File: config.mk
export PLATFORM = sky130hd
export DESIGN_NAME = win_guard
export DESIGN_NICKNAME = d
export VERILOG_FILES = /design/src/rtl/wg_pkg.sv /design/src/rtl/wg_ctrl.sv /design/src/rtl/wg_datapath.sv /design/src/rtl/win_guard.sv
export SDC_FILE = /design/constraint.sdc
export NUM_CORES = 1
export LEC_CHECK = 0
export CORE_ASPECT_RATIO = 1.75
export CORE_UTILIZATION = 47
export CTS_CLUSTER_DIAMETER = 200
export DETAILED_ROUTE_END_ITERATION = 12
export GPL_TIMING_DRIVEN = 0
export PLACE_DENSITY_LB_ADDON = 0.08
export SYNTH_ARGS = -nofsm -noshare
export SYNTH_HDL_FRONTEND = slang
export SYNTH_SLANG_ARGS = --single-unit
export TNS_END_PERCENT = 10
File: constraint.sdc
create_clock -name clk -period 2.09 [get_ports clk]
set_input_delay 0.209 -clock clk [delete_from_list [all_inputs] [get_ports clk]]
set_output_delay 0.209 -clock clk [all_outputs]
set_load 0.02 [all_outputs]
File: src/rtl/wg_pkg.sv
package wg_pkg;
  localparam int DATA_W = 12;
  localparam int CHAN_W = 5;
  localparam int ADDR_W = 2;
  localparam int REG_W  = 32;

  localparam logic [ADDR_W-1:0] ADDR_CFG  = 2'd0;
  localparam logic [ADDR_W-1:0] ADDR_LOW  = 2'd1;
  localparam logic [ADDR_W-1:0] ADDR_HIGH = 2'd2;
  localparam logic [ADDR_W-1:0] ADDR_STAT = 2'd3;

  localparam int CFG_EN_BIT   = 0;
  localparam int CFG_SGL_BIT  = 1;
  localparam int CFG_IRQ_BIT  = 2;
  localparam int CFG_CHAN_LSB = 4;

  typedef struct packed {
    logic              enable;
    logic              singleSel;
    logic [CHAN_W-1:0] chanSel;
    logic [DATA_W-1:0] lowThr;
    logic [DATA_W-1:0] highThr;
    logic              clearReq;
  } wg_ctl_t;
endpackage

File: src/rtl/wg_ctrl.sv
module wg_ctrl
  import wg_pkg::*;
(
  input  logic              clk,
  input  logic              rst_n,
  input  logic              regWrEn,
  input  logic [ADDR_W-1:0] regAddr,
  input  logic [REG_W-1:0]  regWrData,
  input  logic              flagIn,
  output logic [REG_W-1:0]  regRdData,
  output logic              irqEn,
  output wg_ctl_t           ctl
);
  localparam logic [DATA_W-1:0] HIGH_RST = {DATA_W{1'b1}};
  localparam int CHAN_MSB = CFG_CHAN_LSB + CHAN_W - 1;

  logic              cfgEnable;
  logic              cfgSingle;
  logic              cfgIrq;
  logic [CHAN_W-1:0] cfgChan;
  logic [DATA_W-1:0] lowThr;
  logic [DATA_W-1:0] highThr;

  always_ff @(posedge clk) begin
    if (!rst_n) begin
      cfgEnable <= 1'b0;
      cfgSingle <= 1'b0;
      cfgIrq    <= 1'b0;
      cfgChan   <= '0;
      lowThr    <= '0;
      highThr   <= HIGH_RST;
    end else if (regWrEn) begin
      case (regAddr)
        ADDR_CFG: begin
          cfgEnable <= regWrData[CFG_EN_BIT];
          cfgSingle <= regWrData[CFG_SGL_BIT];
          cfgIrq    <= regWrData[CFG_IRQ_BIT];
          cfgChan   <= regWrData[CHAN_MSB:CFG_CHAN_LSB];
        end
        ADDR_LOW:  lowThr  <= regWrData[DATA_W-1:0];
        ADDR_HIGH: highThr <= regWrData[DATA_W-1:0];
        default: ;
      endcase
    end
  end

  always_comb begin
    regRdData = '0;
    case (regAddr)
      ADDR_CFG: begin
        regRdData[CFG_EN_BIT]            = cfgEnable;
        regRdData[CFG_SGL_BIT]           = cfgSingle;
        regRdData[CFG_IRQ_BIT]           = cfgIrq;
        regRdData[CHAN_MSB:CFG_CHAN_LSB] = cfgChan;
      end
      ADDR_LOW:  regRdData[DATA_W-1:0] = lowThr;
      ADDR_HIGH: regRdData[DATA_W-1:0] = highThr;
      default:   regRdData[0] = flagIn;
    endcase
  end

  always_comb begin
    ctl.enable    = cfgEnable;
    ctl.singleSel = cfgSingle;
    ctl.chanSel   = cfgChan;
    ctl.lowThr    = lowThr;
    ctl.highThr   = highThr;
    ctl.clearReq  = regWrEn && (regAddr == ADDR_STAT) && regWrData[0];
  end

  assign irqEn = cfgIrq;
endmodule

File: src/rtl/wg_datapath.sv
module wg_datapath
  import wg_pkg::*;
(
  input  logic              clk,
  input  logic              rst_n,
  input  logic              resValid,
  input  logic [DATA_W-1:0] resVal,
  input  logic [CHAN_W-1:0] resChan,
  input  wg_ctl_t           ctl,
  output logic              flag
);
  logic chanOk;
  logic aboveHigh;
  logic belowLow;
  logic excursion;

  assign chanOk    = !ctl.singleSel || (resChan == ctl.chanSel);
  assign aboveHigh = resVal > ctl.highThr;
  assign belowLow  = resVal < ctl.lowThr;
  assign excursion = resValid && ctl.enable && chanOk && (aboveHigh || belowLow);

  always_ff @(posedge clk) begin
    if (!rst_n)
      flag <= 1'b0;
    else if (excursion)
      flag <= 1'b1;
    else if (ctl.clearReq)
      flag <= 1'b0;
  end
endmodule

File: src/rtl/win_guard.sv
module win_guard
  import wg_pkg::*;
(
  input  logic              clk,
  input  logic              rst_n,
  input  logic              resValid,
  input  logic [DATA_W-1:0] resVal,
  input  logic [CHAN_W-1:0] resChan,
  input  logic              regWrEn,
  input  logic [ADDR_W-1:0] regAddr,
  input  logic [REG_W-1:0]  regWrData,
  output logic [REG_W-1:0]  regRdData,
  output logic              alarmFlag,
  output logic              alarmIrq
);
  wg_ctl_t ctlBus;
  logic    irqEn;
  logic    flagQ;

  wg_ctrl u_ctrl (
    .clk(clk), .rst_n(rst_n), .regWrEn(regWrEn), .regAddr(regAddr),
    .regWrData(regWrData), .flagIn(flagQ), .regRdData(regRdData),
    .irqEn(irqEn), .ctl(ctlBus)
  );

  wg_datapath u_dp (
    .clk(clk), .rst_n(rst_n), .resValid(resValid), .resVal(resVal),
    .resChan(resChan), .ctl(ctlBus), .flag(flagQ)
  );

  assign alarmFlag = flagQ;
  assign alarmIrq  = flagQ && irqEn;
endmodule

==> results of run 1 <==
[cells in the mapped netlist, drive strengths merged (7+ instances only)]
master	count	area share, %
nand2	53	8.9
dfxtp	33	29
buf	27	8.3
ha	27	15
inv	27	4.5
a21boi	20	6.7
o211ai	13	4.4
nand3	12	2.7
nor2	9	1.5
a21oi	8	1.8
a222oi	8	3.6
clkbuf	7	1.2
[repair_timing]
action	CTS	global route
hold buffers	0	0
hold endpoints to repair	0	0
pin swaps	3	1
endpoints found under the setup margin	10	11
gates resized for setup	43	6
[registers in the layout (all words and copies together), names as in the netlist]
signal,count
u_ctrl.cfgChan,5
u_ctrl.irqEn,1
u_ctrl.highThr,12
u_ctrl.cfgSingle,1
u_dp.flag,1
u_ctrl.cfgEnable,1
u_ctrl.lowThr,12
[per-stage QoR]
step	cells	setup WS, ps	cell area, sq um	hold slack (ps)	utilization [%]
detailed placement	401	-594.8	2856	466.0	63.70
global placement	401	-587.9	2856	457.8	63.70
CTS	409	8.813	2963	476.5	66.07
floorplan	302	626.0	2312	343.8	-
finish	409	371.6	2975	476.2	66.35
global route	409	256.9	2975	491.1	66.35
[per-layer routing]
layer | GRT usage (%) | share of wire [%]
met1 | 30.16 | 37
met5 | 0 | 0
met3 | 3.902 | 7.2
met4 | 15.38 | 2.6
met2 | 46.65 | 53
[logic make-up after synthesis]
group                    after synthesis
other                                  1
AO/OA/AOI/OAI                         65
flip-flops                            33
multiplexers                           1
AND/OR/NAND/NOR                       90
XOR/XNOR                               5
buffers and inverters                 61
adder cells (fa/ha/maj)               27
[final cells by class]
class	count	area share, %
Clock buffer	6	2.775
Multi-Input combinational cell	208	45.08
Sequential cell	33	22.20
Buffer	34	8.074
Tap cell	51	2.145
Clock inverter	2	1.262
Inverter	27	3.406
Timing Repair Buffer	48	15.05
[power by group through the flow]
stage	Clock, mW	Sequential (mW)	Combinational, mW
2_1_floorplan	0	0.680	0.241
3_3_place_gp	0	0.685	0.397
3_5_place_dp	0	0.686	0.400
4_1_cts	0.646	0.671	0.398
5_1_grt	0.671	0.674	0.440
6_report	0.644	0.672	0.402
[worst min-delay path, cell delays in order (launching register included)]
cell and delay (ps):
dfxtp_1 330, nand2_1 60, a21boi_1 50
[how the worst max path moves through the flow]
stage                     from            end  slack (ps)  cells past startpoint
detailed placement  regAddr[1]   regRdData[0]        -590                      7
floorplan           regAddr[1]   regRdData[0]         630                      5
finish              regAddr[0]   regRdData[9]         370                      6
global route        regAddr[0]   regRdData[6]         260                      8
global placement    regAddr[1]   regRdData[0]        -590                      7
CTS                 regAddr[0]  regRdData[11]           9                      7
==> out/results.ini, run 1 <==
[status]
outcome = finished, final reports clean

[power_and_ir_drop]
p_sw_uw = 488.5
clkPwrFrac_pct = 37.5
seq_power_share_pct = 39.1
p_int_mw = 1.228
leakage_nw = 1.386
p_total_mw = 1.717
p_sw_share_pct = 28.45
pwr_density_cell_nw_per_um2 = 577.0
vdd_ir_drop_max_mv = 0.4864
share_comb_of_total_power_pct = 23.4

[detailed_routing]
drc = 0
post_drt_wl_per_cell_um = 15.32
num_vias = 2208
drt-total-wl_mm = 6.265
ant_nets = 0
first_pass_iters = 6
routed_via_density = 5.399
initialDrtViolationCount = 93

[place]
dp_hpwl_mm = 4.606
gp_congestion = 0.8344
io_buffers = 48

[floorplan]
die-area_sq_um = 5059
start_util_pct = 49.97
dieWidth_um = 54.20
core-area_sq_um = 4484
rows = 32
die_h_um = 93.35
io_pins = 89

[critical_path]
crit_chain = dlymetal6s2s_1 -> inv_1 -> ha_1 -> a22oi_1 -> nor2b_1 -> clkdlybuf4s50_1
worst_ep_arrival_time_ps = 1510
cp-start-kind = input pin
worst-path-buf-inv = 3
slowest_delay_ps = 600
regToRegSetupSlack_ps = 420
cp.required_ps = 1880
crit_slowest_cell = clkdlybuf4s50_1
cp_max_fo = 4
path_delay_family = buffers and inverters
r2r_start = u_ctrl.lowThr[2]
r2r_end = u_dp.flag
crit_path_end_kind = output port
critPathKind = input pin to output port
reg2regPathDepth = 7

[yosys]
synthAdderAreaFrac_pct = 15.08
synth_async_sr_flop_share_pct = 0
yosysWarnings = 0
ys_seq_area_share_pct = 29.48
synth_top_family_by_area = compound AO/OA/AOI/OAI gates
synth_edf_count = 0
synth.mux.area_fraction_pct = 0.4467
synth_xor_xnor_area_share_pct = 1.954
syn_inst = 283
synth-compound-area-share_pct = 21.16
synth_cell_type_count = 30
synth-simple-area-share_pct = 17.76
synthesis.area_sq_um = 2241
synth-main-ff-cell = dfxtp_1
avgSynthCellArea_sq_um = 7.918
ys_ff_latch = 33

[cells_and_area]
fin_nets = 439
layout-drive-gt1-share_pct = 13.13
multiInputGateArea_sq_um = 1341
seq_area_sq_um = 660.6
fill_cells = 407
syn_to_final_growth_pct = 32.77
final_common_cell = nand2_1
final_cell_mix = nand2_1 (53), clkdlybuf4s50_1 (35), dfxtp_1 (33)
n_antenna_cell = 0

[global_route]
grt_max_degree = 12
grt_pass1_wl_mm = 9.804
overflow = 0
antenna_found_initial = 0
first_global_vias = 2124
track_usage_pct = 27.24

[hold_path]
hold_start = u_ctrl.lowThr[11]
hold_path_depth = 2
min_to = u_ctrl.lowThr[11]
hold_path_class = flip-flop to flip-flop

[timing]
setup_viol = 0
hold_violations = 0
fin_worst_skew_ps = 4.461
period_needed_ps = 1718
slew_viol_final = 0
finalSetupTns_ps = 0
fmax_mhz = 581.9
tightest_slew_ps = 633.4
maxSlewHeadroom_pct = 57.77
rsz0062_at_grt = no
fin_crit_sh_pct = 82.22

[clock_tree]
cts_made_buffers = 5
cts_tree = yes
post_cts_buffers = 0
cts_root_buf = clkbuf_8
clkLatencyLatePin_ps = 290
cts_buffer_depth = 2
h-tree-depth = 2
clk_pin_slew_ps = 70
cts.sinks = 33

[flow_run]
drv_cap = 0

Note: power is estimated with default switching activity, not from simulation.
==> inputs of run 2 (changes only) <==
--- a/config.mk
+++ b/config.mk
@@ -6,7 +6,7 @@
 export NUM_CORES = 1
 export LEC_CHECK = 0
 export CORE_ASPECT_RATIO = 1.75
-export CORE_UTILIZATION = 47
+export CORE_UTILIZATION = 44
 export CTS_CLUSTER_DIAMETER = 200
 export DETAILED_ROUTE_END_ITERATION = 12
 export GPL_TIMING_DRIVEN = 0
==> constraint.sdc (replaced) <==
create_clock -name clk -period 1.8 [get_ports clk]
set_input_delay 0.18 -clock clk [delete_from_list [all_inputs] [get_ports clk]]
set_output_delay 0.18 -clock clk [all_outputs]
set_load 0.02 [all_outputs]
==> run 2 against run 1 <==
Sequential share of layout area is essentially flat. Global-route usage decreased by 3.1 points. Combinational power increased by 16%. Flip-flop and latch count did not move. Largest power group unchanged. First-iteration DRC count increased by 8.6%. Via count fell by 3.7%. Critical path depth grew 1. Non-clock buffer count down 2. Clock skew increased by 2.8 ps. Critical endpoint is now regRdData[0].
==> out/results.ini, run 2 (same netlist as run 1, synthesis figures left out) <==
[status]
outcome = finished, final reports clean

[timing]
slew_viol_final = 0
period_needed_ps = 1652
fin_crit_sh_pct = 91.77
tightest_slew_ps = 630.2
maxSlewHeadroom_pct = 57.99
finalSetupTns_ps = 0
hold_violations = 0
setup_viol = 0
rsz0062_at_grt = no
whs_ps = 477.9
fin_worst_skew_ps = 7.249
layout_setup_ws_ps = 148.1
fmax_mhz = 605.4

[floorplan]
dieWidth_um = 55.95
rows = 34
core-area_sq_um = 4935
start_util_pct = 45.41
die_h_um = 96.41
die-area_sq_um = 5393
io_pins = 89

[place]
io_buffers = 48
place_area_sq_um = 2860
dp_hpwl_mm = 4.752
gp_congestion = 0.8547
pre_cts_ws_ps = -833.1

[detailed_routing]
drc = 0
top_layer = met4
num_vias = 2127
drt-total-wl_mm = 6.174
first_pass_iters = 5
wl_met1_mm = 2.438
wl_met3_um = 351
ant_nets = 0
routed_via_density = 5.188
initialDrtViolationCount = 101
wl_met2_mm = 3.300
post_drt_wl_per_cell_um = 15.06

[cells_and_area]
utilization_pct = 60.34
syn_to_final_growth_pct = 32.89
final_cell_area_sq_um = 2978
n_antenna_cell = 0
final_cell_mix = nand2_1 (53), clkdlybuf4s50_1 (34), dfxtp_1 (33)
fin_nets = 437
layout-drive-gt1-share_pct = 14.33
final_common_cell = nand2_1
largestRegisters = u_ctrl.highThr (12), u_ctrl.lowThr (12), u_ctrl.cfgChan (5)

[clock_tree]
cts_tree = yes
cts_buffer_depth = 2
clkLatencyLatePin_ps = 290
cts.sinks = 33
cts_made_buffers = 5
clk_pin_slew_ps = 70
h-tree-depth = 2
cts_root_buf = clkbuf_8

[global_route]
antenna_found_initial = 0
track_usage_pct = 24.18
grt_pass1_wl_mm = 9.936
grt_max_degree = 11
overflow = 0
first_global_vias = 2160

[power_and_ir_drop]
vdd_ir_drop_max_mv = 0.5943
leakage_nw = 1.365
pwr_density_cell_nw_per_um2 = 666.0

[critical_path]
cp_max_fo = 10
critPathKind = input pin to output port
path_delay_family = buffers and inverters
slowest_delay_ps = 280
worst-path-buf-inv = 4
worst_ep_arrival_time_ps = 1470
crit_slowest_cell = a222oi_1
cp.required_ps = 1620
crit_path_end_kind = output port
crit_chain = dlymetal6s2s_1 -> inv_1 -> ha_2 -> clkbuf_8 -> a222oi_1 -> mux2i_1 -> buf_2
cp-start-kind = input pin

[flow_run]
drv_cap = 0

[hold_path]
hold_path_class = flip-flop to flip-flop

## run 2: cell count changes in the layout (fill, tap and decap cells not counted), sizes merged
cell           previous run  this run
buf                      35        36
clkdlybuf4s50            35        34
clkinvlp                  1         0
dlymetal6s2s              3         2
## run 2: worst register-to-register path, stage by stage, from the launching register on
cell	delay (ps)
dfxtp_1	330
inv_1	60
ha_1	280
nor2b_1	140
o211ai_1	160
a211oi_1	100
o31ai_1	310
a31oi_1	130
## run 2: report_power, final
group | total, mW | internal, mW | switching (mW) | leakage (nW)
Clock | 0.737 | 0.452 | 0.285 | 0.0585
Sequential | 0.780 | 0.759 | 0.0211 | 0.269
Combinational | 0.467 | 0.219 | 0.248 | 1.04
Total | 1.98 | 1.43 | 0.554 | 1.37
## run 2: layout make-up
class | instances | area (sq um)
fillers | 486 | 1957
multi-input cells | 208 | 1371
inverters | 27 | 101.3
clock buffers | 7 | 86.33
well taps | 54 | 67.56
plain buffers | 32 | 225.2
clock inverters | 1 | 30.03
repair buffers | 48 | 435.4
flip-flops and latches | 33 | 660.6
## run 2: layer usage
metal,vias to the layer above,global-route usage (%)
li1,1075,-
met1,977,25.25
met2,69,47.19
met3,6,3.595
met4,0,11.18
met5,-,0
## run 2: path summary, 6_finish.rpt
kind / from / end / slack [ps] / cells past startpoint
setup / recovery: regAddr[0] / regRdData[0] / 150 / 7
hold / removal: u_ctrl.irqEn / u_ctrl.irqEn / 480 / 2
setup reg to reg: u_ctrl.highThr[1] / u_dp.flag / 150 / 7
hold reg to reg: u_ctrl.irqEn / u_ctrl.irqEn / 480 / 2
## run 2: timing repair
item,CTS,global route
setup endpoints to repair,12,13
gates resized for setup,53,6
setup buffers,0,0
pin swaps,5,3
hold buffers,0,0
## run 2: per-stage QoR
| step | instances | power, mW |
|---|---|---|
| after CTS | 411 | 1.980 |
| after global placement | 404 | 1.257 |
| after global routing | 410 | 2.064 |
| final | 410 | 1.983 |
| after floorplan | 302 | 1.069 |
| after detailed placement | 404 | 1.264 |
